**src/rtl/ptm_pkg.sv**
```systemverilog
package ptm_pkg;
  typedef enum logic [0:0] {ST_IDLE = 1'b0, ST_WAIT = 1'b1} xfer_state_e;

  localparam int REG_IDX_W = 2;
  localparam logic [REG_IDX_W-1:0] IDX_CFG  = 2'd0;
  localparam logic [REG_IDX_W-1:0] IDX_ADDR = 2'd1;
  localparam logic [REG_IDX_W-1:0] IDX_UID  = 2'd2;
endpackage

```
**src/rtl/ptm_wait_counter.sv**
```systemverilog
// Counts waiting cycles of the open transfer and flags expiry.
module ptm_wait_counter #(
  parameter int THR_W = 16
) (
  input  logic             clk,
  input  logic             rst,
  input  logic             start,
  input  logic             active,
  input  logic             rsp_seen,
  input  logic             prot_en,
  input  logic [THR_W-1:0] thr,
  output logic             expire
);
  localparam int CNT_W = THR_W + 1;
  localparam logic [CNT_W-1:0] CNT_MAX = {CNT_W{1'b1}};

  logic [CNT_W-1:0] cnt;
  logic [CNT_W:0]   cnt_next;

  always_comb begin
    cnt_next = {1'b0, cnt} + 1'b1;
    expire   = active && !rsp_seen && prot_en &&
               (cnt_next >= {2'b00, thr});
  end

  always_ff @(posedge clk) begin
    if (rst || start) begin
      cnt <= '0;
    end else if (active && cnt != CNT_MAX) begin
      cnt <= cnt + 1'b1;
    end
  end

  // A new transfer always begins with an empty count.
  p_cnt_restart_r3: assert property (@(posedge clk) disable iff (rst)
    start |=> (cnt == '0));
endmodule

```
**src/rtl/ptm_capture.sv**
```systemverilog
// Sticky interrupt plus address and identity capture.
module ptm_capture #(
  parameter int ADDR_W = 32,
  parameter int UID_W  = 7
) (
  input  logic              clk,
  input  logic              rst,
  input  logic              fire,
  input  logic              clr,
  input  logic [ADDR_W-1:0] addr_in,
  input  logic [UID_W-1:0]  uid_in,
  output logic              irq,
  output logic [ADDR_W-1:0] cap_addr,
  output logic [UID_W-1:0]  cap_uid
);
  always_ff @(posedge clk) begin
    if (rst) begin
      irq      <= 1'b0;
      cap_addr <= '0;
      cap_uid  <= '0;
    end else if (fire) begin
      irq <= 1'b1;
      if (!irq || clr) begin
        cap_addr <= addr_in;
        cap_uid  <= uid_in;
      end
    end else if (clr) begin
      irq     <= 1'b0;
      cap_uid <= '0;
    end
  end

  p_first_kept_r8: assert property (@(posedge clk) disable iff (rst)
    (irq && !clr) |=> ($stable(cap_addr) && $stable(cap_uid)));

  p_clear_zeroes_uid_r9: assert property (@(posedge clk) disable iff (rst)
    (clr && !fire) |=> (!irq && cap_uid == '0 && $stable(cap_addr)));

  p_timeout_wins_r10: assert property (@(posedge clk) disable iff (rst)
    (clr && fire) |=> (irq && cap_addr == $past(addr_in) && cap_uid == $past(uid_in)));
endmodule

```
**src/rtl/ptm_regs.sv**
```systemverilog
// Configuration register, clear pulse and registered read mux.
module ptm_regs
  import ptm_pkg::*;
#(
  parameter int THR_W  = 16,
  parameter int ADDR_W = 32,
  parameter int UID_W  = 7,
  parameter int RD_W   = 32
) (
  input  logic                 clk,
  input  logic                 rst,
  input  logic                 reg_wr,
  input  logic [REG_IDX_W-1:0] reg_idx,
  input  logic [THR_W+1:0]     reg_wdata,
  input  logic [ADDR_W-1:0]    cap_addr,
  input  logic [UID_W-1:0]     cap_uid,
  output logic [THR_W-1:0]     thr,
  output logic                 prot_en,
  output logic                 clr_pulse,
  output logic [RD_W-1:0]      reg_rdata
);
  localparam int CLR_BIT  = THR_W;
  localparam int PROT_BIT = THR_W + 1;

  logic cfg_wr;

  always_comb begin
    cfg_wr    = reg_wr && (reg_idx == IDX_CFG);
    clr_pulse = cfg_wr && reg_wdata[CLR_BIT];
  end

  always_ff @(posedge clk) begin
    if (rst) begin
      thr     <= {THR_W{1'b1}};
      prot_en <= 1'b1;
    end else if (cfg_wr) begin
      thr     <= reg_wdata[THR_W-1:0];
      prot_en <= reg_wdata[PROT_BIT];
    end
  end

  always_ff @(posedge clk) begin
    if (rst) begin
      reg_rdata <= '0;
    end else begin
      case (reg_idx)
        IDX_CFG:  reg_rdata <= RD_W'({prot_en, 1'b0, thr});
        IDX_ADDR: reg_rdata <= RD_W'(cap_addr);
        IDX_UID:  reg_rdata <= RD_W'(cap_uid);
        default:  reg_rdata <= '0;
      endcase
    end
  end

  p_cfg_hold_r1: assert property (@(posedge clk) disable iff (rst)
    !cfg_wr |=> ($stable(thr) && $stable(prot_en)));
endmodule

```
**src/rtl/periph_timeout_mon.sv**
```systemverilog
module periph_timeout_mon
  import ptm_pkg::*;
#(
  parameter int ADDR_W = 32,
  parameter int DATA_W = 32,
  parameter int MID_W  = 5,
  parameter int PERM_W = 2,
  parameter int THR_W  = 16,
  parameter int RD_W   = 32
) (
  input  logic                 clk,
  input  logic                 rst,
  input  logic                 m_req_valid,
  output logic                 m_req_ready,
  input  logic [ADDR_W-1:0]    m_req_addr,
  input  logic                 m_req_write,
  input  logic [DATA_W-1:0]    m_req_wdata,
  input  logic [MID_W-1:0]     m_req_mid,
  input  logic [PERM_W-1:0]    m_req_perm,
  output logic                 m_rsp_valid,
  output logic                 m_rsp_err,
  output logic [DATA_W-1:0]    m_rsp_rdata,
  output logic                 p_req_valid,
  input  logic                 p_req_ready,
  output logic [ADDR_W-1:0]    p_req_addr,
  output logic                 p_req_write,
  output logic [DATA_W-1:0]    p_req_wdata,
  input  logic                 p_rsp_valid,
  input  logic                 p_rsp_err,
  input  logic [DATA_W-1:0]    p_rsp_rdata,
  input  logic                 reg_wr,
  input  logic [REG_IDX_W-1:0] reg_idx,
  input  logic [THR_W+1:0]     reg_wdata,
  output logic [RD_W-1:0]      reg_rdata,
  output logic                 irq
);
  localparam int UID_W = MID_W + PERM_W;

  xfer_state_e       state;
  logic              idle, accept, rsp_take, fire;
  logic [ADDR_W-1:0] hold_addr;
  logic [UID_W-1:0]  hold_uid;
  logic [THR_W-1:0]  thr;
  logic              prot_en, clr_pulse;
  logic [ADDR_W-1:0] cap_addr;
  logic [UID_W-1:0]  cap_uid;

  always_comb begin
    idle        = (state == ST_IDLE);
    p_req_valid = idle && m_req_valid;
    p_req_addr  = m_req_addr;
    p_req_write = m_req_write;
    p_req_wdata = m_req_wdata;
    m_req_ready = idle && p_req_ready;
    accept      = idle && m_req_valid && p_req_ready;
    rsp_take    = !idle && p_rsp_valid;
  end

  always_ff @(posedge clk) begin
    if (rst) begin
      state     <= ST_IDLE;
      hold_addr <= '0;
      hold_uid  <= '0;
    end else if (accept) begin
      state     <= ST_WAIT;
      hold_addr <= m_req_addr;
      hold_uid  <= {m_req_perm, m_req_mid};
    end else if (rsp_take || fire) begin
      state <= ST_IDLE;
    end
  end

  always_ff @(posedge clk) begin
    if (rst) begin
      m_rsp_valid <= 1'b0;
      m_rsp_err   <= 1'b0;
      m_rsp_rdata <= '0;
    end else begin
      m_rsp_valid <= rsp_take || fire;
      m_rsp_err   <= fire || (rsp_take && p_rsp_err);
      m_rsp_rdata <= rsp_take ? p_rsp_rdata : '0;
    end
  end

  ptm_wait_counter #(.THR_W(THR_W)) u_cnt (
    .clk      (clk),
    .rst      (rst),
    .start    (accept),
    .active   (!idle),
    .rsp_seen (p_rsp_valid),
    .prot_en  (prot_en),
    .thr      (thr),
    .expire   (fire)
  );

  ptm_capture #(.ADDR_W(ADDR_W), .UID_W(UID_W)) u_cap (
    .clk      (clk),
    .rst      (rst),
    .fire     (fire),
    .clr      (clr_pulse),
    .addr_in  (hold_addr),
    .uid_in   (hold_uid),
    .irq      (irq),
    .cap_addr (cap_addr),
    .cap_uid  (cap_uid)
  );

  ptm_regs #(.THR_W(THR_W), .ADDR_W(ADDR_W), .UID_W(UID_W), .RD_W(RD_W)) u_regs (
    .clk       (clk),
    .rst       (rst),
    .reg_wr    (reg_wr),
    .reg_idx   (reg_idx),
    .reg_wdata (reg_wdata),
    .cap_addr  (cap_addr),
    .cap_uid   (cap_uid),
    .thr       (thr),
    .prot_en   (prot_en),
    .clr_pulse (clr_pulse),
    .reg_rdata (reg_rdata)
  );

  p_accept_blocks_r2: assert property (@(posedge clk) disable iff (rst)
    (m_req_valid && m_req_ready) |=> !m_req_ready);

  p_single_rsp_r3: assert property (@(posedge clk) disable iff (rst)
    m_rsp_valid |=> !m_rsp_valid);

  p_irq_with_err_r4: assert property (@(posedge clk) disable iff (rst)
    $rose(irq) |-> (m_rsp_valid && m_rsp_err));

  p_late_dropped_r5: assert property (@(posedge clk) disable iff (rst)
    (idle && p_rsp_valid) |=> !m_rsp_valid);

  p_unprot_quiet_r6: assert property (@(posedge clk) disable iff (rst)
    !prot_en |=> !$rose(irq));
endmodule

```
**config.mk**
```make
export PLATFORM = sky130hd
export DESIGN_NAME = periph_timeout_mon
export DESIGN_NICKNAME = d
export VERILOG_FILES = /design/src/rtl/ptm_pkg.sv /design/src/rtl/ptm_wait_counter.sv /design/src/rtl/ptm_capture.sv /design/src/rtl/ptm_regs.sv /design/src/rtl/periph_timeout_mon.sv
export SDC_FILE = /design/constraint.sdc
export NUM_CORES = 1
export LEC_CHECK = 0
export ABC_AREA = 1
export BUFFER_PORTS_ARGS = -buffer_cell sky130_fd_sc_hd__buf_2
export CAP_MARGIN = 5
export CORE_MARGIN = 5
export CORE_UTILIZATION = 28
export DETAILED_ROUTE_END_ITERATION = 16
export HOLD_SLACK_MARGIN = 0.05
export PLACE_DENSITY = 0.49
export SLEW_MARGIN = 20
export SYNTH_ARGS = -nofsm -noshare
export SYNTH_HDL_FRONTEND = slang
export SYNTH_SLANG_ARGS = --single-unit
```
**constraint.sdc**
```tcl
create_clock -name clk -period 3.54 [get_ports clk]
set_input_delay 0.177 -clock clk [delete_from_list [all_inputs] [get_ports clk]]
set_output_delay 0.177 -clock clk [all_outputs]
set_load 0.1 [all_outputs]
```
==> results <==
- The flip-flop cell with the highest count after synthesis is dfxtp_1.
- Sequential cells were found to cover 47.6% of the synthesized design area.
- Measured against its own limit, the worst slew margin works out to 30.7%.
- Subtracting the final worst setup slack from the clock period gives 3.22 ns.
- The count of final hold-check violations came to 0.
- Before CTS, the worst setup slack after placement is 0.262 ns.
- The biggest area consumer among synthesized cells is dfxtp_1.
- The maximum buffer depth of the clock tree is 2.
- The number of vias in the routed layout is 6423.
- Synthesis produced a netlist with a net count of 1099.
- Dividing total power by cell area gives a power density of 483 nW/um^2.
- The total of fill cells in the finished design is 2777.
- The layout overhead on the synthesized area is 29.6%.
- The summed negative setup slack over all endpoints is 0 ns.
- In the final routed layout, each cell accounts on average for 14.3 um.
- CTS placed an instance of clkbuf_16 at the clock tree root.
- The register clock-pin slew on the reported worst setup and hold paths is 0.07 ns.
- The total overflow left after global routing is 0.
- The ratio of final minimum period to clock period is 90.8%.
- STA classifies the critical path startpoint as a flip-flop.
- After synthesis, the share of flip-flops with an asynchronous set or reset is 0%.
- The cell area that synthesis handed to floorplanning was 7570 um^2.
- Counting instances, the worst hold path has a depth of 4.
- Sorting the synthesized cells by area gives the leading types as dfxtp_1, nand2_1, buf_4.
- After synthesis the netlist holds a flip-flop and latch count of 180.
- The type of the worst setup path is reg -> reg.
- By area, the combinational part of the netlist is dominated by simple AND/OR/NAND/NOR gates.
- The detail route stage leaves a number of antenna-violating nets equal to 0.
- The number of buffers added for setup after CTS is 0.
- Clock latency on the worst-skew pair, taken at its later pin, is 0.43 ns.
- The overall track demand over capacity in global routing is 13.9%.
- Based on the critical path, the design can be clocked at up to 311 MHz.
- The most heavily used metal layer in global routing is met2.
- The half-perimeter wire length after detailed placement is 14.7 mm.
- Setup repair after global routing left no endpoint under its margin.
- For this run, design rule violations remaining after detail routing come to 0.
- The H-tree level count is 4.
- By instance count, the leading cell after synthesis is nand2_1.
- Cells with a size suffix above 1 make up 24.5% of the layout.
- The number of vias per cell is 4.28.
- In this run the worst path has a maximum fanout of 32.
- The via count of the first global-routing pass is 6380.
- The initial antenna violation count came to 0.
- The number of nets in the layout is 1294.
- For this design the static power due to leakage is 0.00449 uW.
- The maximum number of pins on one net before global-route repair is 91.
- Counting the buffers created by CTS gives 17.
- In this run the horizontal extent of the chip is 174 um.
- The global placement routability congestion is 0.799.
- In this run the tool buffered the top-level ports with 198 buffer cells.
- The wire length of the first global-routing pass is 33.9 mm.
- The total detailed-routing wirelength is 21.4 mm.
- Summed over its instances, the top area cell type makes up 47.6% of the synthesized netlist area.
- The maximum clock skew at final layout is 0.0104 ns.
- The floorplan step defined a core boundary enclosing 26800 um^2.
- After Yosys synthesis, full adders, half adders and majority gates account for 2.98% of the synthesized area.
- Across the VDD grid, the largest voltage drop is 0.318 mV.
- The post-route non-filler standard cell count is 1499.
- For the worst flop-to-flop path, the logic depth is 18.
- Summing the areas of all compound-gate instances in the mapped netlist gives 10.9% of the synthesized area.
- After floorplanning, the core was divided into 60 placement rows.
- The flow ran to the end, and the final reports show no timing, DRC or antenna violations.
- Averaged over all synthesized cells, the footprint is 7.96 um^2.
- The required arrival time at the worst endpoint is 3.81 ns.
- Data on the critical path arrives at its endpoint at 3.49 ns.
- Across all setup checks in the final design, the least slack found is 0.325 ns.
- By count the netlist is led by nand2_1, dfxtp_1, a21oi_1, inv_1.
- STA classifies the critical path endpoint as a flip-flop.
- The transition time of the tightest slew-check pin is 1.04 ns.
- The initial core utilization is 28.2%.
- Synthesis instantiated 36 different standard cells from the library.
- The global routing met3 resource utilization is 3.59%.
- The cell count after synthesis is 950.
- During I/O placement, the number of pins put on the boundary was 265.
- The chip height is 174 um.
- The count of flip-flops with a built-in enable after synthesis is 0.
- The cell count after placement is 1386.
- The CTS tree is built.
- The post-synthesis share of cell area spent on xor and xnor gates is 1.27%.
- The Yosys warning count is 0.
- The floorplan step defined a die boundary enclosing 30400 um^2.
- The violation count after the first detailed-route iteration is 320.
- The final number of max-transition violations is 0.
- The tool flagged a number of max-cap violations equal to 0.
- The routing usage on met1 is 17.4%.
- The share of cell area taken by muxes after synthesis is 0%.
- The post-synthesis simple-gate area fraction is 22.7%.
- Setup violations remaining at the end of the flow were counted as 0.
- The hold slack is 0.0661 ns.
- The number of diodes is 0.
- CTS saw 180 sinks.
- The class of the most critical hold timing path is in -> reg.
- For this run, the detailed router's first-pass iteration total came to 4.
- For this run, global-route usage on met2 was measured as 23.8%.
-- logic make-up after synthesis --
logic type	Yosys count
compound gates	145
flops	180
fa+ha+maj	18
xor+xnor	11
buf+inv	213
simple gates	383
-- placed cells by master (no fill, tap or decap), types with 2 or more instances in the layout --
cell	synthesis	layout
dfxtp_1	180	180
bufinv_16	0	2
buf_2	5	198
xor2_1	9	9
inv_6	0	3
buf_4	65	10
clkinv_4	1	4
nor3_2	2	2
a21oi_1	97	97
clkinv_8	0	2
clkbuf_16	0	17
o21ai_0	13	13
nor2_2	2	3
nand3_1	78	78
nand2_1	186	186
dlygate4sd3_1	0	81
ha_1	18	18
inv_1	94	94
xnor2_1	2	2
o211ai_1	22	22
nand4_1	9	9
nor2_1	78	77
inv_8	0	4
nand3_2	9	9
nor3_1	3	3
nand2_2	11	11
a21oi_2	9	9
inv_2	3	3
-- area by class of cell --
class                      instances  area (um^2)  share of cell area [%]
clock inverter                    14          188                    1.91
timing repair buffer             290         1900                    19.4
multi-input combinational        557         2870                    29.3
clock buffer                      18          439                    4.48
tap                              341          427                    4.35
inverter                          99          379                    3.87
sequential                       180         3600                    36.8
-- layer usage --
metal,part of all wire (%),routed length (um)
met5,0,0
met2,47,10100
met1,47,10100
met3,4.8,1020
met4,0.97,208
-- registers in the layout, summed over array words and instances (netlist names) --
signal	cells
hold_addr	32
u_regs.prot_en	1
u_cap.irq	1
u_regs.reg_rdata	32
state	1
m_rsp_valid	1
u_cnt.cnt	17
m_rsp_rdata	32
u_regs.thr	16
u_cap.cap_uid	7
u_cap.cap_addr	32
m_rsp_err	1
hold_uid	7
-- timing repair --
item / in CTS / in global routing
setup endpoints to repair: 0 / 26
resized for setup: 0 / 1
hold buffers: 81 / 0
endpoints found under the hold margin: 81 / 0
-- through the flow --
step / util (%) / cell area, um^2 / total power (uW)
2_1_floorplan: - / 7570 / 2760
3_3_place_gp: 31.2 / 8360 / 2720
3_5_place_dp: 31.2 / 8360 / 2720
4_1_cts: 36.6 / 9800 / 4800
5_1_grt: 36.6 / 9800 / 4930
6_report: 36.6 / 9800 / 4730
-- worst paths after layout --
check / to / startpoint / slack, ns
hold reg to reg: u_regs.reg_rdata[20] / u_cap.cap_addr[20] / 0.44
setup / recovery: u_cap.cap_addr[31] / u_cnt.cnt[0] / 0.32
setup reg to reg: u_cap.cap_addr[31] / u_cnt.cnt[0] / 0.32
hold / removal: u_regs.thr[0] / reg_wr / 0.07
-- where the power goes --
group	leakage (uW)	internal (uW)	total, uW	switching, uW
logic	0.00272	181	632	452
clock network	0.000307	1100	1990	896
registers	0.00146	2080	2100	28.0
-- worst max-delay path: stages, from the launching register on --
cell      delay [ns]
dfxtp_1         0.40
ha_1            0.19
nand2_1         0.08
nor2_1          0.25
nand3_1         0.18
nor3_2          0.23
xor2_1          0.24
inv_1           0.07
ha_1            0.27
nand2_1         0.06
nor2_1          0.14
nand4_1         0.09
o21bai_1        0.16
nor2_2          0.09
nand2_8         0.11
nand3_4         0.12
buf_12          0.22
nand2_1         0.08
a21oi_1         0.06
Power figures use the tool's default switching activity.
